===== config.mk =====
export PLATFORM = sky130hd
export DESIGN_NAME = mdio_hex_slave
export DESIGN_NICKNAME = d
export VERILOG_FILES = /design/src/rtl/mdio_hex_pkg.sv /design/src/rtl/mdio_preamble_det.sv /design/src/rtl/mdio_addr_window.sv /design/src/rtl/mdio_read_shifter.sv /design/src/rtl/mdio_frame_parser.sv /design/src/rtl/mdio_hex_slave.sv
export SDC_FILE = /design/constraint.sdc
export NUM_CORES = 1
export LEC_CHECK = 0
export ABC_AREA = 0
export ABC_CLOCK_PERIOD_IN_PS = 2400
export CAP_MARGIN = 40
export CORE_AREA = 5 5 93 95
export CTS_CLUSTER_SIZE = 24
export DETAILED_ROUTE_END_ITERATION = 10
export DIE_AREA = 0 0 98 100
export PLACE_DENSITY = 0.85
export SYNTH_ARGS = -nofsm -noshare
export SYNTH_HDL_FRONTEND = slang
export SYNTH_SLANG_ARGS = --single-unit

===== constraint.sdc =====
create_clock -name clk_i -period 2.4 [get_ports clk_i]
set_input_delay 0.36 -clock clk_i [delete_from_list [all_inputs] [get_ports clk_i]]
set_output_delay 0.36 -clock clk_i [all_outputs]
set_load 0.02 [all_outputs]

===== src/rtl/mdio_hex_pkg.sv =====
package mdio_hex_pkg;
  typedef enum logic [0:0] {PH_HUNT, PH_FRAME} phase_e;
  localparam logic [1:0] OPC_READ  = 2'b10;
  localparam logic [1:0] OPC_WRITE = 2'b01;
endpackage


===== src/rtl/mdio_preamble_det.sv =====
module mdio_preamble_det #(
  parameter int PRE_LEN = 32
) (
  input  logic clk_i,
  input  logic rst_ni,
  input  logic hunt_i,
  input  logic mdio_i,
  output logic full_o
);
  localparam int CNT_W = $clog2(PRE_LEN + 1);
  localparam logic [CNT_W-1:0] CNT_MAX = CNT_W'(PRE_LEN);

  logic [CNT_W-1:0] cnt_q;

  always_ff @(posedge clk_i or negedge rst_ni) begin
    if (!rst_ni) cnt_q <= '0;
    else if (!hunt_i || !mdio_i) cnt_q <= '0;
    else if (cnt_q != CNT_MAX) cnt_q <= cnt_q + CNT_W'(1);
  end

  assign full_o = (cnt_q == CNT_MAX);
endmodule


===== src/rtl/mdio_addr_window.sv =====
module mdio_addr_window #(
  parameter int NUM_PORTS = 6,
  parameter int PHY_AW    = 5,
  parameter int PORT_W    = 3
) (
  input  logic [PHY_AW-1:0] base_i,
  input  logic [PHY_AW-1:0] phy_i,
  output logic              hit_o,
  output logic [PORT_W-1:0] port_o
);
  localparam int EW = PHY_AW + 1;

  logic [NUM_PORTS-1:0] hit;

  // extra bit keeps base+n from wrapping into low addresses
  for (genvar n = 0; n < NUM_PORTS; n++) begin : g_slot
    assign hit[n] = ({1'b0, phy_i} == ({1'b0, base_i} + EW'(n)));
  end

  always_comb begin
    port_o = '0;
    for (int n = 0; n < NUM_PORTS; n++) begin
      if (hit[n]) port_o = PORT_W'(n);
    end
  end

  assign hit_o = |hit;
endmodule


===== src/rtl/mdio_read_shifter.sv =====
module mdio_read_shifter #(
  parameter int DATA_W = 16
) (
  input  logic              clk_i,
  input  logic              rst_ni,
  input  logic              load_i,
  input  logic              shift_i,
  input  logic              stop_i,
  input  logic [DATA_W-1:0] data_i,
  output logic              mdio_o,
  output logic              mdio_oe_o
);
  logic [DATA_W-1:0] sh_q;

  always_ff @(posedge clk_i or negedge rst_ni) begin
    if (!rst_ni) begin
      sh_q      <= '0;
      mdio_o    <= 1'b0;
      mdio_oe_o <= 1'b0;
    end else if (load_i) begin
      sh_q      <= data_i;
      mdio_o    <= 1'b0;
      mdio_oe_o <= 1'b1;
    end else if (shift_i) begin
      mdio_o <= sh_q[DATA_W-1];
      sh_q   <= {sh_q[DATA_W-2:0], 1'b0};
    end else if (stop_i) begin
      mdio_o    <= 1'b0;
      mdio_oe_o <= 1'b0;
    end
  end
endmodule


===== src/rtl/mdio_frame_parser.sv =====
module mdio_frame_parser
  import mdio_hex_pkg::*;
#(
  parameter int PHY_AW = 5,
  parameter int REG_AW = 5,
  parameter int DATA_W = 16,
  parameter int PORT_W = 3
) (
  input  logic              clk_i,
  input  logic              rst_ni,
  input  logic              mdio_i,
  input  logic              pre_full_i,
  input  logic              win_hit_i,
  input  logic [PORT_W-1:0] win_port_i,
  output logic [PHY_AW-1:0] phy_o,
  output logic              hunt_o,
  output logic              rd_o,
  output logic              wr_o,
  output logic [PORT_W-1:0] port_o,
  output logic [REG_AW-1:0] addr_o,
  output logic [DATA_W-1:0] wdata_o,
  output logic              load_o,
  output logic              shift_o,
  output logic              stop_o
);
  localparam int OP_END_I = 3;
  localparam int A_END_I  = OP_END_I + PHY_AW;
  localparam int R_END_I  = A_END_I + REG_AW;
  localparam int TA1_I    = R_END_I + 1;
  localparam int TA2_I    = R_END_I + 2;
  localparam int D_END_I  = TA2_I + DATA_W;
  localparam int IDX_W    = $clog2(D_END_I + 1);

  localparam logic [IDX_W-1:0] I_ST1   = IDX_W'(1);
  localparam logic [IDX_W-1:0] I_OP0   = IDX_W'(2);
  localparam logic [IDX_W-1:0] I_OPEND = IDX_W'(OP_END_I);
  localparam logic [IDX_W-1:0] I_AEND  = IDX_W'(A_END_I);
  localparam logic [IDX_W-1:0] I_REND  = IDX_W'(R_END_I);
  localparam logic [IDX_W-1:0] I_TA1   = IDX_W'(TA1_I);
  localparam logic [IDX_W-1:0] I_TA2   = IDX_W'(TA2_I);
  localparam logic [IDX_W-1:0] I_DEND  = IDX_W'(D_END_I);

  phase_e             phase_q;
  logic [IDX_W-1:0]   idx_q;
  logic               op_q;
  logic               is_rd_q;
  logic               acc_q;
  logic [PORT_W-1:0]  pend_port_q;
  logic [PHY_AW-2:0]  phy_sr_q;
  logic [REG_AW-2:0]  reg_sr_q;
  logic [DATA_W-2:0]  wsh_q;
  logic [REG_AW-1:0]  reg_next;
  logic [1:0]         op_next;
  logic               in_frame;

  assign in_frame = (phase_q == PH_FRAME);
  assign hunt_o   = (phase_q == PH_HUNT);
  assign phy_o    = {phy_sr_q, mdio_i};
  assign reg_next = {reg_sr_q, mdio_i};
  assign op_next  = {op_q, mdio_i};

  assign load_o  = in_frame && acc_q && is_rd_q && (idx_q == I_TA1);
  assign shift_o = in_frame && acc_q && is_rd_q && (idx_q >= I_TA2) && (idx_q < I_DEND);
  assign stop_o  = in_frame && (idx_q == I_DEND);

  always_ff @(posedge clk_i or negedge rst_ni) begin
    if (!rst_ni) begin
      phase_q     <= PH_HUNT;
      idx_q       <= '0;
      op_q        <= 1'b0;
      is_rd_q     <= 1'b0;
      acc_q       <= 1'b0;
      pend_port_q <= '0;
      phy_sr_q    <= '0;
      reg_sr_q    <= '0;
      wsh_q       <= '0;
      rd_o        <= 1'b0;
      wr_o        <= 1'b0;
      port_o      <= '0;
      addr_o      <= '0;
      wdata_o     <= '0;
    end else begin
      rd_o <= 1'b0;
      wr_o <= 1'b0;
      if (!in_frame) begin
        // a zero after a full preamble is the first start bit
        if (!mdio_i && pre_full_i) begin
          phase_q <= PH_FRAME;
          idx_q   <= I_ST1;
          acc_q   <= 1'b0;
        end
      end else begin
        idx_q <= idx_q + IDX_W'(1);
        if (idx_q == I_ST1 && !mdio_i) phase_q <= PH_HUNT;
        if (idx_q == I_OP0) op_q <= mdio_i;
        if (idx_q == I_OPEND) begin
          if (op_next == OPC_READ || op_next == OPC_WRITE) is_rd_q <= (op_next == OPC_READ);
          else phase_q <= PH_HUNT;
        end
        if (idx_q > I_OPEND && idx_q <= I_AEND) phy_sr_q <= phy_o[PHY_AW-2:0];
        if (idx_q == I_AEND) begin
          acc_q       <= win_hit_i;
          pend_port_q <= win_port_i;
        end
        if (idx_q > I_AEND && idx_q <= I_REND) reg_sr_q <= reg_next[REG_AW-2:0];
        if (idx_q == I_REND && acc_q) begin
          port_o <= pend_port_q;
          addr_o <= reg_next;
          rd_o   <= is_rd_q;
        end
        if (idx_q > I_TA2 && idx_q <= I_DEND) wsh_q <= {wsh_q[DATA_W-3:0], mdio_i};
        if (idx_q == I_DEND) begin
          phase_q <= PH_HUNT;
          if (acc_q && !is_rd_q) begin
            wr_o    <= 1'b1;
            wdata_o <= {wsh_q, mdio_i};
          end
        end
      end
    end
  end
endmodule


===== src/rtl/mdio_hex_slave.sv =====
module mdio_hex_slave #(
  parameter int NUM_PORTS = 6,
  parameter int PHY_AW    = 5,
  parameter int REG_AW    = 5,
  parameter int DATA_W    = 16,
  parameter int PRE_LEN   = 32,
  localparam int PORT_W   = $clog2(NUM_PORTS)
) (
  input  logic              clk_i,
  input  logic              rst_ni,
  input  logic [PHY_AW-1:0] phy_base_i,
  input  logic              mdio_i,
  output logic              mdio_o,
  output logic              mdio_oe_o,
  output logic              reg_rd_o,
  output logic              reg_wr_o,
  output logic [PORT_W-1:0] reg_port_o,
  output logic [REG_AW-1:0] reg_addr_o,
  output logic [DATA_W-1:0] reg_wdata_o,
  input  logic [DATA_W-1:0] reg_rdata_i
);
  logic              pre_full, hunt, win_hit;
  logic              load, shift, stop;
  logic [PORT_W-1:0] win_port;
  logic [PHY_AW-1:0] phy_cur;

  mdio_preamble_det #(.PRE_LEN(PRE_LEN)) u_pre (
    .clk_i  (clk_i),
    .rst_ni (rst_ni),
    .hunt_i (hunt),
    .mdio_i (mdio_i),
    .full_o (pre_full)
  );

  mdio_addr_window #(.NUM_PORTS(NUM_PORTS), .PHY_AW(PHY_AW), .PORT_W(PORT_W)) u_win (
    .base_i (phy_base_i),
    .phy_i  (phy_cur),
    .hit_o  (win_hit),
    .port_o (win_port)
  );

  mdio_frame_parser #(.PHY_AW(PHY_AW), .REG_AW(REG_AW), .DATA_W(DATA_W), .PORT_W(PORT_W)) u_prs (
    .clk_i      (clk_i),
    .rst_ni     (rst_ni),
    .mdio_i     (mdio_i),
    .pre_full_i (pre_full),
    .win_hit_i  (win_hit),
    .win_port_i (win_port),
    .phy_o      (phy_cur),
    .hunt_o     (hunt),
    .rd_o       (reg_rd_o),
    .wr_o       (reg_wr_o),
    .port_o     (reg_port_o),
    .addr_o     (reg_addr_o),
    .wdata_o    (reg_wdata_o),
    .load_o     (load),
    .shift_o    (shift),
    .stop_o     (stop)
  );

  mdio_read_shifter #(.DATA_W(DATA_W)) u_tx (
    .clk_i     (clk_i),
    .rst_ni    (rst_ni),
    .load_i    (load),
    .shift_i   (shift),
    .stop_i    (stop),
    .data_i    (reg_rdata_i),
    .mdio_o    (mdio_o),
    .mdio_oe_o (mdio_oe_o)
  );
endmodule


# [After elaboration in Yosys (flattened, before gate mapping)]
# Cells that the tools add are included.
[totals] register_bits=85 inputBits=24
[classes] n_reduce_logical=33 n_eq_ne=19 order_cmp=8 n_mux=30 n_addsub=7
[op_table] op="2-to-1 mux 16 bit" n=2
[op_table] op="equality test 5 x 6 -> 1 bit" n=5
[op_table] op="2-to-1 mux 1 bit" n=20
[op_table] op="AND reduction 2 bit" n=8
[op_table] op="equality test 5 x 4 -> 1 bit (second input constant)" n=3
[op_table] op="logical AND 1 bit" n=13
[op_table] op="adder 5 x 2 -> 6 bit (second input constant)" n=2
[op_table] op="adder 5 x 3 -> 6 bit (second input constant)" n=2
[op_table] op="2-to-1 mux 6 bit" n=2
[op_table] op="equality test 5 x 2 -> 1 bit (second input constant)" n=2
[op_table] op="greater-than comparator 5 x 4 -> 1 bit (second input constant)" n=2
[op_table] op="less-or-equal comparator 5 x 4 -> 1 bit (second input constant)" n=2
[op_table] op="2-to-1 mux 5 bit" n=2
[op_table] op="nonzero test 2 bit" n=4
[op_table] op="adder 5 x 1 -> 6 bit (second input constant)" n=1
[op_table] op="adder 6 x 1 -> 6 bit (second input constant)" n=1
[op_table] op="equality test 6 bit (second input constant)" n=1
[op_table] op="2-to-1 mux 3 bit" n=2
[op_table] op="!= test 6 bit (second input constant)" n=1
[op_table] op="AND reduction 3 bit" n=2
[op_table] op="OR reduction 6 bit" n=1
[op_table] op="adder 5 x 1 -> 5 bit (second input constant)" n=1
[op_table] op="equality test 5 x 1 -> 1 bit (second input constant)" n=1
[op_table] op="equality test 5 bit" n=1
[op_table] op="other kinds (12)" n=16

# [Depth between registers and ports, before layout]
[logic_depth] ltp_word=7 ltp_mapped=8 depth_no_buf=7

# [Hierarchy]
# A second synthesis with hierarchy kept.
[hier_totals] hier_cells=370 area_unflattened_um2=4379.2
[by_module_without_submodules] module="mdio_frame_parser" area_per_inst_um2=2670.1 seq_area_each_um2=1526.5 n_inst=1 cells_per_inst=191
[by_module_without_submodules] module="mdio_read_shifter" area_per_inst_um2=817.0 seq_area_each_um2=450.4 n_inst=1 cells_per_inst=76
[by_module_without_submodules] module="mdio_addr_window" area_per_inst_um2=555.5 seq_area_each_um2=0.0 n_inst=1 cells_per_inst=70
[by_module_without_submodules] module="mdio_preamble_det" area_per_inst_um2=336.6 seq_area_each_um2=150.1 n_inst=1 cells_per_inst=33

# [Worst setup path after synthesis]
# No wires, ideal clock.
[synth_path] path_kind="flip-flop to flip-flop" start="register u_prs.idx_q[0]" end="register u_prs.wsh_q[10]" slack_ns=0.203 stages_incl_launch_ff=7 n_path_buf=1 setup_time_ns=0.128 period_less_slack_ns=2.197 arrival_ns=2.069 t_required_ns=2.272 path_cell_list="dfrtp_1 -> ha_1 -> and3_1 -> ha_1 -> nor4b_4 -> buf_4 -> mux2_1"
[synth_via] elab_chain_cells=3
[synth_rtl] item="start, declared" line_no="mdio_frame_parser.sv:44" rtl="logic [IDX_W-1:0] idx_q;"
[synth_rtl] item="start signal, assigned" line_no="mdio_frame_parser.sv:93" rtl="idx_q <= idx_q + IDX_W'(1);"
[synth_rtl] item="greater-than comparator 5 x 4 -> 1 bit / less-or-equal comparator 5 bit (equally long branches)" line_no="mdio_frame_parser.sv:111" rtl="if (idx_q > I_TA2 && idx_q <= I_DEND) wsh_q <= {wsh_q[DATA_W-3:0], mdio_i};"
[synth_rtl] item="logical AND 1 bit *" line_no="mdio_frame_parser.sv:111"
[synth_rtl] item="AND reduction 2 bit (no source line) *"
[synth_rtl] item="end signal, assigned" line_no="mdio_frame_parser.sv:111"
[synth_rtl] item="end, declared" line_no="mdio_frame_parser.sv:51" rtl="logic [DATA_W-2:0] wsh_q;"
# Every way passes the cells marked *; elsewhere a longest branch is shown, timed or not.
# A chain may end at the register's enable or synchronous reset.

# [Worst setup path in the final report]
[layout_path] start="register u_prs.idx_q[1]" end="register u_prs.wsh_q[14]"
# Same word-level chain as after synthesis.

==> impl_metrics.json <==
{
  "antennaDiodeCount": 0,
  "dr.pass1.iters": 4,
  "num_io_pins": 52,
  "relSlewSlack_pct": 60.04,
  "power.leakage_nw": 2.410,
  "grt_max_degree": 42,
  "peakVddDrop_mv": 0.2403,
  "finClkSkew_ps": 13.18,
  "h-tree-depth": 3,
  "final_antenna_net_count": 0,
  "ctsRootBufferMaster": "clkbuf_8",
  "min_from": "u_tx.sh_q[15]$_DFFE_PN0P_",
  "outcome": "finished clean",
  "path_common_cell": "ha_1",
  "yosys_warnings": 0,
  "async_reset_ff_share_pct": 100.0,
  "drv_slew": 0,
  "r2r_slack_ps": 140,
  "drcViolationCount": 0,
  "worstPathRequired_ps": 2640,
  "setup_viol": 0,
  "grt_pass1_wl_um": 14530,
  "ctsLongestPathBuffers": 2,
  "synth_fa_ha_area_share_pct": 4.758,
  "rows": 32,
  "clock_latency_ps": 360,
  "port_buffers": 51,
  "dp_hpwl_um": 6144,
  "syn-num-nets": 388,
  "grt_pass1_vias": 3020,
  "layout_min_cycle_time_ps": 2258,
  "ys_ff_latch": 85,
  "core_sq_um": 7647,
  "synthesis.area_sq_um": 4208,
  "antenna_found_initial": 0,
  "crit_end": "u_prs.wsh_q[14]$_DFFE_PN0P_",
  "crit_path_top_delay_cell": "dfrtp_1",
  "syn-instance-count": 348,
  "cp_max_fo": 15,
  "detail_route.wl_per_cell_um": 16.22,
  "hold_class": "reg2reg",
  "yosys.area_share.simple_pct": 13.14,
  "synth-edff-count": 0,
  "synth_xor_area_share_pct": 4.728,
  "nets": 455,
  "cp-start-kind": "flip-flop",
  "overflow": 0,
  "cts_buffers": 9,
  "synth_flop_cell": "dfrtp_1",
  "path_cells": "ha_1, and3_1, ha_1, nor2_1, nor4b_4, buf_12, mux2_1",
  "cts_tree": "built",
  "pwr_density_cell_nw_per_um2": 500.5,
  "drt_iter0_markers": 166,
  "cts.clk_slew.worst_paths_ps": 80,
  "hold_violations": 0,
  "vias_per_cell": 5.655,
  "finalWeightedCongestion": 0.8946,
  "holdWs_ps": 479.4,
  "synth_compound_area_share_pct": 10.20,
  "ff2ff_path_depth": 7,
  "synth_seq_area_share_pct": 50.55,
  "dieArea_sq_um": 9800,
  "clock-sinks": 85,
  "die_width_um": 98,
  "path_class": "reg2reg",
  "grt.total_usage_pct": 18.18,
  "fin_crit_sh_pct": 94.08,
  "total_power_mw": 2.561,
  "via_count": 2946,
  "layout_commonest_cell": "dfrtp_1",
  "wl_um": 8451,
  "synth_cell_types": 58,
  "synth.area.mux_share_pct": 13.59,
  "syn-mean-instance-area_sq_um": 12.09,
  "max_cap_violations": 0,
  "fp.dieH_um": 100,
  "regToRegStartpoint": "u_prs.idx_q[1]$_DFFE_PN0P_",
  "cpPeakStageDelay_ps": 450,
  "worst_pin_slew_ps": 591.0,
  "end_kind": "flip-flop",
  "rr_endpoint": "u_prs.wsh_q[14]$_DFFE_PN0P_",
  "arrival_ps": 2490,
  "area_growth_pct": 21.62,
  "crit_start": "u_prs.idx_q[1]$_DFFE_PN0P_",
  "drive_gt1_share_pct": 16.47,
  "layout_common_cells": "dfrtp_1, clkdlybuf4s50_1, mux2_1, nor2_1, buf_4",
  "start_util_pct": 55.02,
  "synth_top_family_by_area": "multiplexers",
  "fmaxAchievable_ghz": 0.4429
}
worst max-delay path: cells and delay by family, from the launching register on:
family        cells  cell delay [ps]
simple gates      3              590
fa+ha+maj         2              570
flops             1              450
mux               1              340
buf+inv           1              190
per-stage QoR:
step | TNS [ps] | utilization (%) | instances | setup slack [ps] | cell area, sq um
CTS | 0 | 66.82 | 521 | 101.9 | 5110
finish | 0 | 66.92 | 521 | 142.2 | 5117
global route | -4.639 | 66.92 | 521 | -4.639 | 5117
global placement | -7.059 | 64.38 | 505 | -7.059 | 4923
detailed placement | -81.12 | 64.38 | 505 | -64.80 | 4923
floorplan | 0 | - | 348 | 203.1 | 4208
how the worst min path moves through the flow:
stage	endpoint	depth (start not counted)
after detailed placement	u_prs.wdata_o[11]$_DFFE_PN0P_	1
after global routing	u_tx.mdio_o$_DFFE_PN0P_	2
after CTS	u_tx.mdio_o$_DFFE_PN0P_	2
final	u_tx.mdio_o$_DFFE_PN0P_	2
after global placement	u_prs.wdata_o[9]$_DFFE_PN0P_	1
after floorplan	u_pre.cnt_q[0]$_DFFE_PN0P_	0
kinds of logic (layout without fill, tap and decap cells):
group           count (synthesis)  count (layout)
buf+inv                        28              99
flops                          85              85
compound gates                 51              51
simple gates                   96              96
fa+ha+maj                      16              16
xor+xnor                       21              21
mux                            51              51
repair_timing:
action                                 CTS  global route
endpoints found under the hold margin   39             0
setup buffers                            0             0
hold buffers                             1             0
setup endpoints to repair                0            15
gates resized for setup                  0             1
layer usage:
layer,global-route usage [%],vias to the layer above,part of all wire [%]
met5,0,-,0
li1,-,1400,-
met4,7.455,0,2.2
met2,29.21,86,48
met1,24.60,1446,45
met3,3.197,14,4.7
cell usage after synthesis, types with 4 or more instances:
master	count	share of area, %
nand3_1	13	1.5
dfrtp_1	85	51
xnor2_1	10	2.1
ha_1	16	4.8
mux2_2	18	4.8
and3_1	18	2.7
buf_2	9	1.1
nand2_1	16	1.4
xor2_1	9	1.9
a221o_1	15	3.6
nor2_1	20	1.8
clkbuf_1	4	0.36
mux2_1	31	8.3
inv_1	11	0.98
a21oi_1	11	1.3
power by group:
group	switching (mW)	total, mW	leakage (nW)	internal [mW]
logic	0.0994	0.190	1.18	0.0909
registers	0.00830	1.45	1.15	1.44
clock network	0.534	0.922	0.0846	0.388
total	0.642	2.56	2.41	1.92
final cells by class:
class / instances / area (sq um)
clock inverters: 6 / 52.55
fillers: 583 / 2530
inverters: 12 / 45.04
multi-input cells: 235 / 1961
well taps: 102 / 127.6
clock buffers: 9 / 123.9
flip-flops and latches: 85 / 2127
repair buffers: 72 / 680.7
registers in the layout, summed over array words and instances, names as in the netlist, 3 cells and up:
| register | flops |
|---|---|
| u_prs.idx_q | 5 |
| u_prs.wsh_q | 15 |
| u_prs.port_o | 3 |
| u_prs.phy_sr_q | 4 |
| u_prs.reg_sr_q | 4 |
| u_prs.addr_o | 5 |
| u_prs.wdata_o | 16 |
| u_pre.cnt_q | 6 |
| u_tx.sh_q | 16 |
| u_prs.pend_port_q | 3 |
(Power assumes the default switching activity.)
